### src/rtl/kwdt_pkg.sv
package kwdt_pkg;
  localparam int DATA_W = 8;
  localparam int SEL_W  = 3;

  localparam logic [DATA_W-1:0] KEY_OPEN_A = 8'h1E;
  localparam logic [DATA_W-1:0] KEY_OPEN_B = 8'hE1;

  localparam int CTRL_EN_BIT  = 7;
  localparam int CTRL_CLR_BIT = 5;
  localparam int CFG_FLAG_BIT = 7;
  localparam int CFG_INH_BIT  = 0;

  typedef enum logic [1:0] {
    KEY_LOCKED    = 2'd0,
    KEY_HALF_OPEN = 2'd1,
    KEY_OPEN      = 2'd2,
    KEY_HALF_SHUT = 2'd3
  } key_state_e;
endpackage

### src/rtl/kwdt_keyfsm.sv
module kwdt_keyfsm
  import kwdt_pkg::*;
(
  input  logic              clk,
  input  logic              rst,
  input  logic              key_we,
  input  logic [DATA_W-1:0] key_data,
  output logic              unlocked
);
  key_state_e state_q, state_d;

  always_comb begin
    state_d = state_q;
    if (key_we) begin
      unique case (state_q)
        KEY_LOCKED:    state_d = (key_data == KEY_OPEN_A) ? KEY_HALF_OPEN : KEY_LOCKED;
        KEY_HALF_OPEN: state_d = (key_data == KEY_OPEN_B) ? KEY_OPEN      : KEY_LOCKED;
        KEY_OPEN:      state_d = (key_data == KEY_OPEN_B) ? KEY_HALF_SHUT : KEY_LOCKED;
        KEY_HALF_SHUT: state_d = KEY_LOCKED;
        default:       state_d = KEY_LOCKED;
      endcase
    end
  end

  always_ff @(posedge clk) begin
    if (rst) state_q <= KEY_LOCKED;
    else     state_q <= state_d;
  end

  assign unlocked = (state_q == KEY_OPEN) || (state_q == KEY_HALF_SHUT);
endmodule

### src/rtl/kwdt_prescale.sv
module kwdt_prescale
  import kwdt_pkg::*;
#(
  parameter int BASE_LOG2 = 3
) (
  input  logic             clk,
  input  logic             rst,
  input  logic             run,
  input  logic [SEL_W-1:0] sel,
  output logic             tick
);
  localparam int DIV_W = BASE_LOG2 + (1 << SEL_W) - 1;

  logic [DIV_W-1:0] div_q;
  logic [DIV_W-1:0] mask;

  always_comb begin
    for (int i = 0; i < DIV_W; i++) begin
      mask[i] = (i < BASE_LOG2 + int'(sel));
    end
  end

  assign tick = run && (&(div_q | ~mask));

  always_ff @(posedge clk) begin
    if (rst || !run) div_q <= '0;
    else             div_q <= div_q + 1'b1;
  end
endmodule

### src/rtl/kwdt_counter.sv
module kwdt_counter #(
  parameter int CNT_W = 16
) (
  input  logic             clk,
  input  logic             rst,
  input  logic             run,
  input  logic             tick,
  output logic             ovf,
  output logic [CNT_W-1:0] cnt
);
  localparam logic [CNT_W-1:0] CNT_MAX = '1;

  assign ovf = run && tick && (cnt == CNT_MAX);

  always_ff @(posedge clk) begin
    if (rst || !run) cnt <= '0;
    else if (tick)   cnt <= cnt + 1'b1;
  end
endmodule

### src/rtl/kwdt_top.sv
module kwdt_top
  import kwdt_pkg::*;
#(
  parameter int               CNT_W     = 16,
  parameter int               BASE_LOG2 = 3,
  parameter int               ADDR_W    = 2,
  parameter logic [ADDR_W-1:0] KEY_ADDR  = 2'd0,
  parameter logic [ADDR_W-1:0] CTRL_ADDR = 2'd1,
  parameter logic [ADDR_W-1:0] CFG_ADDR  = 2'd2
) (
  input  logic              clk,
  input  logic              rst,
  input  logic [ADDR_W-1:0] addr_i,
  input  logic [DATA_W-1:0] wdata_i,
  input  logic              we_i,
  output logic [DATA_W-1:0] rdata_o,
  output logic              wdt_rst_o,
  output logic              inhibit_o
);
  logic             wdt_rst_q;
  logic             soft_rst;
  logic             unlocked;
  logic             en_q, clr_q;
  logic [SEL_W-1:0] ps_q;
  logic             flag_q, inh_q;
  logic             run, tick, ovf;
  logic [CNT_W-1:0] cnt;
  logic             key_we, ctrl_we, cfg_we;
  logic             wdata_unused;

  assign soft_rst     = rst || wdt_rst_q;
  assign key_we       = we_i && (addr_i == KEY_ADDR);
  assign ctrl_we      = we_i && (addr_i == CTRL_ADDR) && unlocked;
  assign cfg_we       = we_i && (addr_i == CFG_ADDR);
  assign run          = en_q && !clr_q;
  assign wdata_unused = ^{wdata_i[6], wdata_i[4:3]};

  kwdt_keyfsm u_key (
    .clk      (clk),
    .rst      (soft_rst),
    .key_we   (key_we),
    .key_data (wdata_i),
    .unlocked (unlocked)
  );

  kwdt_prescale #(.BASE_LOG2(BASE_LOG2)) u_pre (
    .clk  (clk),
    .rst  (soft_rst),
    .run  (run),
    .sel  (ps_q),
    .tick (tick)
  );

  kwdt_counter #(.CNT_W(CNT_W)) u_cnt (
    .clk  (clk),
    .rst  (soft_rst),
    .run  (run),
    .tick (tick),
    .ovf  (ovf),
    .cnt  (cnt)
  );

  // control register; restart bit lives one cycle
  always_ff @(posedge clk) begin
    if (soft_rst) begin
      en_q  <= 1'b0;
      clr_q <= 1'b0;
      ps_q  <= '0;
    end else if (ctrl_we) begin
      en_q  <= wdata_i[CTRL_EN_BIT];
      clr_q <= wdata_i[CTRL_CLR_BIT];
      ps_q  <= wdata_i[SEL_W-1:0];
    end else begin
      clr_q <= 1'b0;
    end
  end

  // configuration register: only power-on reset clears it
  always_ff @(posedge clk) begin
    if (rst) begin
      flag_q <= 1'b0;
      inh_q  <= 1'b0;
    end else begin
      if (ovf)                                flag_q <= 1'b1;
      else if (cfg_we && !wdata_i[CFG_FLAG_BIT]) flag_q <= 1'b0;
      if (cfg_we) inh_q <= wdata_i[CFG_INH_BIT];
    end
  end

  always_ff @(posedge clk) begin
    if (rst) wdt_rst_q <= 1'b0;
    else     wdt_rst_q <= ovf;
  end

  always_ff @(posedge clk) begin
    if (rst) begin
      rdata_o <= '0;
    end else begin
      rdata_o <= '0;
      if (addr_i == CTRL_ADDR) begin
        rdata_o[CTRL_EN_BIT]  <= en_q;
        rdata_o[CTRL_CLR_BIT] <= clr_q;
        rdata_o[SEL_W-1:0]    <= ps_q;
      end else if (addr_i == CFG_ADDR) begin
        rdata_o[CFG_FLAG_BIT] <= flag_q;
        rdata_o[CFG_INH_BIT]  <= inh_q;
      end
    end
  end

  assign wdt_rst_o = wdt_rst_q;
  assign inhibit_o = inh_q;
endmodule

### config.mk
export PLATFORM = sky130hd
export DESIGN_NAME = kwdt_top
export DESIGN_NICKNAME = d
export VERILOG_FILES = /design/src/rtl/kwdt_pkg.sv /design/src/rtl/kwdt_keyfsm.sv /design/src/rtl/kwdt_prescale.sv /design/src/rtl/kwdt_counter.sv /design/src/rtl/kwdt_top.sv
export SDC_FILE = /design/constraint.sdc
export NUM_CORES = 1
export LEC_CHECK = 0
export CORE_UTILIZATION = 45
export DETAILED_ROUTE_END_ITERATION = 10
export PLACE_DENSITY = 0.76
export SETUP_SLACK_MARGIN = 0.05
export SYNTH_ARGS = -nofsm -noshare
export SYNTH_HDL_FRONTEND = slang
export SYNTH_SLANG_ARGS = --single-unit
export TNS_END_PERCENT = 10
### constraint.sdc
create_clock -name clk -period 2.15 [get_ports clk]
set_clock_uncertainty 0.15 [all_clocks]
set_input_delay 0.5375 -clock clk [delete_from_list [all_inputs] [get_ports clk]]
set_output_delay 0.5375 -clock clk [all_outputs]
set_load 0.03 [all_outputs]
== After elaboration in Yosys (flattened, before gate mapping) ==
Cells that the tools add are included.

* Add/subtract/negate cells: 3
* Order comparisons: 10
* Equality and inequality tests: 8
* Muxes and demuxes: 10
* Bitwise gates (word level): 4
* Reduce and logical (&&, ||, !) cells: 21

{| class="wikitable"
|+ Operators by type and width
! operator !! count
|-
| 4-bit by 32-bit < comparator with 1-bit output, first input constant || 4
|-
| 3-bit by 32-bit < comparator with 1-bit output, first input constant || 2
|-
| 5-bit by 32-bit < comparator with 1-bit output, first input constant || 2
|-
| 2-bit by 32-bit < comparator with 1-bit output, first input constant || 1
|-
| 16-bit by 1-bit adder with 16-bit output, second input constant || 1
|-
| 16-bit equality test, second input constant || 1
|-
| 10-bit by 1-bit adder with 10-bit output, second input constant || 1
|-
| 10-bit NOT || 1
|-
| 10-bit bitwise OR || 1
|-
| 10-bit AND reduction || 1
|-
| 1-bit logical AND || 9
|-
| 8-bit by 5-bit equality test with 1-bit output, second input constant || 1
|-
| 8-bit equality test, second input constant || 1
|-
| 2-bit case mux with 4 select lines || 1
|-
| 1-bit 2-to-1 mux || 7
|-
| 2-bit equality test, second input constant || 3
|-
| 2-bit by 3-bit adder with 4-bit output, first input constant || 1
|-
| 2-bit by 1-bit equality test with 1-bit output, second input constant || 2
|-
| 2-bit zero test || 2
|-
| 1-bit by 4-bit < comparator with 1-bit output, first input constant || 1
|-
| 2-bit 2-to-1 mux || 2
|-
| 2-bit OR reduction || 2
|-
| 1-bit zero test || 3
|-
| 1-bit logical OR || 3
|-
| other kinds (2) || 3
|}

* Flip-flop bits (word level): 44
* Output and inout bits: 10

== Logic depth before layout (Yosys ltp) ==
Gate-level depths: netlist of run 1.

* Depth in word-level cells: 9
* Depth in mapped cells: 8
* Depth with buffers taken out: 7

== Hierarchy ==
A second synthesis of run 1 with hierarchy kept.

* Cell total of the unflattened synthesis: 225
* Area, all modules: 2,089.5 um2

{| class="wikitable"
|+ By module, submodules not included
! module !! times used !! cells each !! area an instance (um2)
|-
| kwdt_counter || 1 || 88 || 798.3
|-
| kwdt_top || 1 || 57 || 593.1
|-
| kwdt_prescale || 1 || 62 || 531.8
|-
| kwdt_keyfsm || 1 || 18 || 166.4
|}

== Worst setup path before layout of run 1 ==
Ideal clock, no wire load.

* Kind: reg-to-reg
* From: reg ps_q[1]
* To: reg u_cnt.cnt[9]
* Data arrival time: 1,772 ps
* Required time: 1,884 ps
* Slack: 112 ps
* Cell stages (with the launch flop): 8
* Path buffers: 0
* Period minus slack after synthesis: 2,038 ps
* Cell sequence: dfxtp_1 -> inv_1 -> ha_1 -> nor4b_2 -> a211oi_2 -> nor4_1 -> a31oi_1 -> a41o_1

* Word-level cells in the longest chain between the ends: 6
* Elaborated cells on any way between the ends: 15
* Classes of those cells: add/sub: 1; order compare: 10; bitwise: 2; reduce/logical: 2

{| class="wikitable"
|+ Ends and longest elaborated chain
! item !! line !! text
|-
| start: declaration || kwdt_top.sv:24 || <nowiki>logic [SEL_W-1:0] ps_q;</nowiki>
|-
| start signal: assignment || kwdt_top.sv:72 || <nowiki>ps_q <= wdata_i[SEL_W-1:0];</nowiki>
|-
| 2-bit by 3-bit adder with 4-bit output (*) || kwdt_prescale.sv:19 || <nowiki>mask[i] = (i < BASE_LOG2 + int'(sel));</nowiki>
|-
| 2-bit by 32-bit < comparator with 1-bit output (tied with other cells) || kwdt_prescale.sv:19 ||
|-
| 10-bit NOT (*) || kwdt_prescale.sv:23 || <nowiki>assign tick = run && (&(div_q | ~mask));</nowiki>
|-
| 10-bit bitwise OR (*) || kwdt_prescale.sv:23 ||
|-
| 10-bit AND reduction (*) || kwdt_prescale.sv:23 ||
|-
| 1-bit logical AND (*) || kwdt_prescale.sv:23 ||
|-
| end signal: assignment || kwdt_counter.sv:17 || <nowiki>else if (tick) cnt <= cnt + 1'b1;</nowiki>
|-
| end: declaration || kwdt_counter.sv:9 || <nowiki>output logic [CNT_W-1:0] cnt</nowiki>
|}

Mark *: on every way between the ends. The rest lies on a longest branch, timed or not.
A chain may end at the register's enable or synchronous reset.

== Final worst setup path of run 1 ==
* From: in we_i
* To: reg u_key.state_q[1]

* Word-level cells in the longest chain between the ends: 1

{| class="wikitable"
|+ Ends and longest elaborated chain
! item !! line !! text
|-
| start: declaration || kwdt_top.sv:15 || <nowiki>input logic we_i,</nowiki>
|-
| 1-bit logical AND || kwdt_top.sv:32 || <nowiki>assign key_we = we_i && (addr_i == KEY_ADDR);</nowiki>
|-
| end signal: assignment || kwdt_keyfsm.sv:27 || <nowiki>else state_q <= state_d;</nowiki>
|-
| end: declaration || kwdt_keyfsm.sv:10 || <nowiki>key_state_e state_q, state_d;</nowiki>
|}

No other way between the ends.

==> results of run 1 <==
-- power breakdown --
part	switching, W	internal, W
clock network	0.000272	0.000290
registers	0.000000468	0.000759
logic	0.0000296	0.0000390
-- final timing paths --
path / start / end / slack [ns] / cells after the start
min: clr_q / rdata_o[5] / 0.32 / 1
max: we_i / u_key.state_q[1] / 0.08 / 4
min reg2reg: clr_q / rdata_o[5] / 0.32 / 1
max reg2reg: ps_q[1] / u_cnt.cnt[12] / 0.12 / 8
-- metrics by stage --
step	cells	util [%]	total power (W)	hold slack [ns]	cell area [sq um]
CTS	347	58.81	0.001401	0.3213	2649
floorplan	259	-	0.0008024	0.2805	2192
detailed placement	339	56.56	0.0008455	0.3030	2547
global route	348	59.47	0.001442	0.3473	2679
global placement	339	56.56	0.0008449	0.2965	2547
finish	348	59.47	0.001390	0.3220	2679
-- registers in the layout (all words and copies together), names as in the netlist --
register,cells
ps_q,3
clr_q,1
u_cnt.cnt,16
en_q,1
rdata_o,5
wdt_rst_o,1
flag_q,1
u_pre.div_q,10
inhibit_o,1
u_key.state_q,2
-- cell type report --
cell class | count | area (sq um) | area share, %
inverter | 9 | 33.78 | 1.261
timing repair buffer | 42 | 375.4 | 14.01
clock buffer | 7 | 96.34 | 3.596
clock inverter | 1 | 5.005 | 0.1868
multi-input combinational | 196 | 1282 | 47.87
tap | 52 | 65.06 | 2.429
sequential | 41 | 820.8 | 30.64
-- per-layer routing --
metal / part of all wire (%) / vias to the layer above / GRT usage [%]
met3: 3.0 / 9 / 4.079
met2: 49 / 30 / 30.92
met4: 2.0 / 0 / 8.932
li1: - / 975 / -
met1: 46 / 881 / 20.77
met5: 0 / - / 0
-- cell families (layout without fill, tap and decap cells) --
family	after synthesis	count (layout)	share of synthesized area, %
fa+ha+maj	5	5	2.864
simple gates	137	137	33.39
other cells	1	3	0.1717
buf+inv	22	59	5.212
mux	19	19	8.706
compound gates	25	25	9.279
xor+xnor	7	7	2.806
flops	41	41	37.57
-- timing repair --
| action | CTS | global route |
|---|---|---|
| setup endpoints to repair | 0 | 18 |
| setup buffers | 0 | 1 |
| resized for setup | 0 | 4 |
| hold buffers | 0 | 0 |
-- worst reg2reg max path, delay by kind of cell (launching register included) --
kind / cells / cell delay (ns)
fa+ha+maj: 1 / 0.25
compound gates: 2 / 0.45
flops: 1 / 0.33
buf+inv: 2 / 0.26
mux: 1 / 0.14
simple gates: 2 / 0.32
-- synth_stat cells, drive strengths merged (2+ instances only) --
cell type,instances
nor4bb,2
a21oi,6
nor3,6
xor2,4
nor4,3
o22ai,2
nand2,31
or3,3
clkbuf,2
nor2,28
mux2i,19
buf,11
a22oi,2
nand2b,14
ha,5
inv,9
xnor2,3
nand4,20
nor2b,7
dfxtp,41
o21ai,6
or2,2
and3,2
nand3,12
and2,4
==> Flow_metrics.wiki, run 1 <==
{| class="wikitable"
! Metric !! Value
|-
| Min cycle time layout || 2.069 ns
|-
| Core region area || 4504 sq um
|-
| Initial DRC count || 52
|-
| Longest Clk Path Bufs || 2
|-
| Post-synthesis instance area || 2185 sq um
|-
| Path category of the worst min-delay check || register to register
|-
| Final weighted congestion in routability-driven placement || 0.8218
|-
| Leading area contributor after synthesis || sky130_fd_sc_hd__dfxtp_1
|-
| Clock-pin slew of the registers on the worst-case setup and hold paths || 0.08 ns
|-
| Tot GR Track Use || 17.90%
|-
| Part of the Yosys area used for sequential elements || 37.57%
|-
| Starting utilization of the core area || 48.50%
|-
| Slew Viols, Final || 0
|-
| Fill count || 379
|-
| Number of DRC violations after detailed routing || 0
|-
| CP max-delay cell || sky130_fd_sc_hd__or4b_1
|-
| Clock tree from TritonCTS || done
|-
| Mean number of vias per cell || 5.445
|-
| Ratio of total power to cell area || 519.0 nW/um^2
|-
| Clock Root Buffer || sky130_fd_sc_hd__clkbuf_8
|-
| Critical path type || input pin to register
|-
| Crit path largest cell delay || 0.53 ns
|-
| Clock latency on the worst-skew pair || 0.30 ns
|-
| Total number of clock tree sinks || 41
|-
| Antenna cells || 0
|-
| Most frequent standard cell in the layout excluding fill and tap cells || sky130_fd_sc_hd__dfxtp_1
|-
| Avg Inst Size Synth || 8.500 sq um
|-
| Nature of the critical path endpoint || register
|-
| Share of the synthesized area in the top cell type || 37.57%
|-
| Sequence of cells on the critical path || clkdlybuf4s50_1 -> or3b_2 -> or4b_1 -> a21oi_2
|-
| Worst-path fanout max || 4
|-
| Final hold violations || 0
|-
| First-pass GRT wire length || 7286 um
|-
| Fraction of registers with async set or reset after synthesis || 0%
|-
| Number of warning messages in the yosys log || 0
|-
| Total wire length after detailed routing || 4450 um
|-
| Outcome || completed
|-
| Unrepaired setup endpoints after global routing || true
|-
| Floorplan row count || 24
|-
| GR Overflow Total || 0
|-
| Number of global-route vias before repair || 1783
|-
| Required @ worst endpoint || 2.24 ns
|-
| Count of boundary I/O pins || 23
|-
| First-pass iteration count of the detailed router || 4
|-
| Lkg Pwr || 1.014 nW
|-
| Overall die height || 71.68 um
|-
| Share of final-layout standard cells stronger than drive strength 1 || 15.20%
|-
| Area Growth Syn to Fin || 22.62%
|-
| Post-detailed-route count of antenna-violating nets || 0
|-
| Gate family responsible for the most delay along the worst path || simple AND/OR/NAND/NOR gates
|-
| Wire length per cell || 12.79 um
|-
| Number of synthesized flops with an enable pin || 0
|-
| Count of endpoints failing setup in the final report || 0
|-
| Most common flop cell mapped by yosys || sky130_fd_sc_hd__dfxtp_1
|-
| Final-stage net count || 313
|-
| Setup slack of the critical path after layout || 0.08103 ns
|-
| Post-Place Setup Slack || -0.2133 ns
|-
| Sum of buffers and inverters on the critical path || 1
|-
| MaxCap Viol Count || 0
|-
| Yosys reg bits || 41
|-
| Top cells by area in the synthesized netlist || sky130_fd_sc_hd__dfxtp_1 (38%), sky130_fd_sc_hd__mux2i_1 (8.7%), sky130_fd_sc_hd__nand4_1 (5.4%)
|-
| Final HPWL from detailed placement || 3227 um
|-
| Worst-case vdd ir drop || 0.4299 mV
|-
| Chip width || 71.68 um
|-
| Pin count of the biggest net entering global routing || 31
|-
| Arrival time of data at the critical path endpoint || 2.16 ns
|-
| Synth Instances || 257
|-
| Maximum level of the CTS H-tree || 2
|-
| Initial antenna violation count || 0
|-
| Post-route fraction of the period consumed by the critical path || 96.23%
|-
| Most used cells in the layout excluding fill and tap cells || sky130_fd_sc_hd__dfxtp_1 (41), sky130_fd_sc_hd__nand2_1 (31), sky130_fd_sc_hd__nor2_1 (27)
|-
| Number of buffers inserted during clock tree synthesis || 5
|-
| Highest clock rate || 483.3 MHz
|-
| Floorplan die area || 5137 sq um
|-
| Total negative slack for setup checks || 0 ns
|-
| I/O Buffers || 19
|-
| CP startpoint kind || input pin
|-
| Count of vias placed by the detailed router || 1895
|-
| Number of distinct library cells after synthesis || 44
|}
Power figures use the tool's default switching activity.
==> inputs of run 2 (changes only) <==
--- a/config.mk
+++ b/config.mk
@@ -7,8 +7,10 @@
 export LEC_CHECK = 0
 export CORE_UTILIZATION = 45
 export DETAILED_ROUTE_END_ITERATION = 10
+export MAX_ROUTING_LAYER = met4
 export PLACE_DENSITY = 0.76
 export SETUP_SLACK_MARGIN = 0.05
+export SKIP_LAST_GASP = 1
 export SYNTH_ARGS = -nofsm -noshare
 export SYNTH_HDL_FRONTEND = slang
 export SYNTH_SLANG_ARGS = --single-unit
==> Flow_metrics.wiki, run 2 (synthesis results as in run 1) <==
{| class="wikitable"
! Metric !! Value
|-
| Min cycle time layout || 2.070 ns (was 2.069 ns)
|-
| Source of the worst hold timing path || u_cnt.cnt[7] (was clr_q)
|-
| Starting utilization of the core area || 48.50% (unchanged)
|-
| Most used cells in the layout excluding fill and tap cells || sky130_fd_sc_hd__dfxtp_1 (41), sky130_fd_sc_hd__nand2_1 (31), sky130_fd_sc_hd__nor2_1 (27) (unchanged)
|-
| Final weighted congestion in routability-driven placement || 0.8341 (was 0.8218)
|-
| Sequence of cells on the critical path || clkdlybuf4s50_1 -> or3b_2 -> or4b_1 -> a21oi_2 (unchanged)
|-
| First-pass GRT wire length || 7293 um (was 7286 um)
|-
| Core region area || 4504 sq um (unchanged)
|-
| Worst reg-to-reg setup slack || 0.12 ns (about the same)
|-
| MaxCap Viol Count || 0 (unchanged)
|-
| Cell depth of the worst flop-to-flop path || 8 (unchanged)
|-
| Path category of the worst min-delay check || register to register (unchanged)
|-
| Longest Clk Path Bufs || 2 (unchanged)
|-
| Floorplan die area || 5137 sq um (unchanged)
|-
| Floorplan row count || 24 (unchanged)
|-
| Worst-case vdd ir drop || 0.4316 mV (was 0.4299 mV)
|-
| Tot GR Track Use || 18.44% (was 17.90%)
|-
| Count of vias placed by the detailed router || 1906 (was 1895)
|-
| Total wire length after detailed routing || 4462 um (was 4450 um)
|-
| Largest regs || u_cnt.cnt: 16 flops, u_pre.div_q: 10 flops, rdata_o: 5 flops (unchanged)
|-
| Cts hold-fix bufs || 0 (unchanged)
|-
| Count of boundary I/O pins || 23 (unchanged)
|-
| Highest clock rate || 483.1 MHz (was 483.3 MHz)
|-
| Number of buffers inserted during clock tree synthesis || 5 (unchanged)
|-
| Maximum level of the CTS H-tree || 2 (unchanged)
|-
| Pin count of the biggest net entering global routing || 31 (unchanged)
|-
| Nature of the critical path endpoint || register (unchanged)
|-
| Sum of buffers and inverters on the critical path || 1 (unchanged)
|-
| Sink of the worst hold path || u_cnt.cnt[7] (was rdata_o[5])
|-
| Hold-critical path depth || 2 (was 1)
|-
| Post-detailed-route count of antenna-violating nets || 0 (unchanged)
|-
| Final HPWL from detailed placement || 3227 um (unchanged)
|-
| Smallest hold slack || 0.3220 ns (about the same)
|-
| Worst-path fanout max || 4 (unchanged)
|-
| Wire length per cell || 12.82 um (was 12.79 um)
|-
| Initial antenna violation count || 0 (unchanged)
|-
| Count of endpoints failing setup in the final report || 0 (unchanged)
|-
| Clock latency on the worst-skew pair || 0.30 ns (about the same)
|-
| Fill count || 379 (unchanged)
|-
| Antenna cells || 0 (unchanged)
|-
| Crit path largest cell delay || 0.53 ns (about the same)
|-
| GR Overflow Total || 0 (unchanged)
|-
| R2r endpoint || u_cnt.cnt[12] (unchanged)
|-
| Ratio of total power to cell area || 519.0 nW/um^2 (about the same)
|-
| Clock tree from TritonCTS || done (unchanged)
|-
| Outcome || completed (unchanged)
|-
| Arrival time of data at the critical path endpoint || 2.16 ns (about the same)
|-
| Flip-flop count of the largest register after layout || 16 (unchanged)
|-
| Number of global-route vias before repair || 1782 (was 1783)
|-
| Share of final-layout standard cells stronger than drive strength 1 || 15.20% (unchanged)
|-
| CP startpoint kind || input pin (unchanged)
|-
| Overall die height || 71.68 um (unchanged)
|-
| Gate family responsible for the most delay along the worst path || simple AND/OR/NAND/NOR gates (unchanged)
|-
| Post-route fraction of the period consumed by the critical path || 96.27% (was 96.23%)
|-
| Total negative slack for setup checks || 0 ns (unchanged)
|-
| First-pass iteration count of the detailed router || 4 (unchanged)
|-
| Unrepaired setup endpoints after global routing || true (unchanged)
|-
| Critical path type || input pin to register (unchanged)
|-
| CP max-delay cell || sky130_fd_sc_hd__or4b_1 (unchanged)
|-
| Final hold violations || 0 (unchanged)
|-
| Launch point of the worst reg-to-reg path || ps_q[1] (unchanged)
|-
| I/O Buffers || 19 (unchanged)
|-
| Area Growth Syn to Fin || 22.62% (unchanged)
|-
| Clock Root Buffer || sky130_fd_sc_hd__clkbuf_8 (unchanged)
|-
| Initial DRC count || 54 (was 52)
|-
| Mean number of vias per cell || 5.477 (was 5.445)
|-
| Final-stage net count || 313 (unchanged)
|-
| Most frequent standard cell in the layout excluding fill and tap cells || sky130_fd_sc_hd__dfxtp_1 (unchanged)
|-
| Slew Viols, Final || 0 (unchanged)
|-
| Required @ worst endpoint || 2.24 ns (about the same)
|-
| Total number of clock tree sinks || 41 (unchanged)
|-
| Register with the highest flop count || u_cnt.cnt (unchanged)
|-
| Chip width || 71.68 um (unchanged)
|-
| Lkg Pwr || 1.014 nW (unchanged)
|-
| Number of DRC violations after detailed routing || 0 (unchanged)
|-
| Clock-pin slew of the registers on the worst-case setup and hold paths || 0.08 ns (about the same)
|}
[run 2: cell counts in the layout (fill, tap and decap cells not counted)]
No cell type changed its count.
[run 2: repair_timing]
action	CTS	global route
hold endpoints to repair	0	0
gates resized for setup	0	4
setup endpoints to repair	0	18
buffers inserted	0	1
[run 2: per-layer routing]
metal  global-route usage [%]  vias to the layer above  share of wire, %
li1                         -                      975                 -
met1                    20.77                      885                45
met2                    30.92                       37                49
met3                    4.079                        9               3.2
met4                    8.932                        0               2.1
met5                        -                        -                 0
[run 2: how the worst max path moves through the flow]
stage,cells past startpoint,slack (ns),endpoint,from
2_1_floorplan,7,0.11,u_cnt.cnt[9],ps_q[1]
3_3_place_gp,4,-0.20,u_key.state_q[1],we_i
3_5_place_dp,4,-0.21,u_key.state_q[1],we_i
4_1_cts,8,0.06,u_cnt.cnt[12],ps_q[1]
5_1_grt,8,0.02,u_cnt.cnt[7],ps_q[0]
6_report,4,0.08,u_key.state_q[1],we_i
[run 2: metrics by stage]
step	util [%]	power [W]	std cells	worst slack (ns)	instance area, sq um
2_1_floorplan	-	0.0008024	259	0.1121	2192
3_3_place_gp	56.56	0.0008449	339	-0.1984	2547
3_5_place_dp	56.56	0.0008455	339	-0.2133	2547
4_1_cts	58.81	0.001401	347	0.05990	2649
5_1_grt	59.47	0.001442	348	0.02257	2679
6_report	59.47	0.001390	348	0.08022	2679
[run 2: report_power, final]
group          switching [W]  total (W)  internal, W
Sequential       0.000000463   0.000760     0.000759
Clock               0.000272   0.000562     0.000290
Combinational      0.0000297  0.0000686    0.0000390
Total               0.000302    0.00139      0.00109
[run 2: layout make-up]
cell class	instances	area, sq um	share of cell area [%]
multi-input cells	196	1282	47.87
repair buffers	42	375.4	14.01
inverters	9	33.78	1.261
clock buffers	7	96.34	3.596
flip-flops and latches	41	820.8	30.64
clock inverters	1	5.005	0.1868
well taps	52	65.06	2.429
[run 2: worst min-delay path, cell delays in order (launching register included)]
cell                      delay [ns]
sky130_fd_sc_hd__dfxtp_1        0.32
sky130_fd_sc_hd__nand2_1        0.05
sky130_fd_sc_hd__mux2i_1        0.06
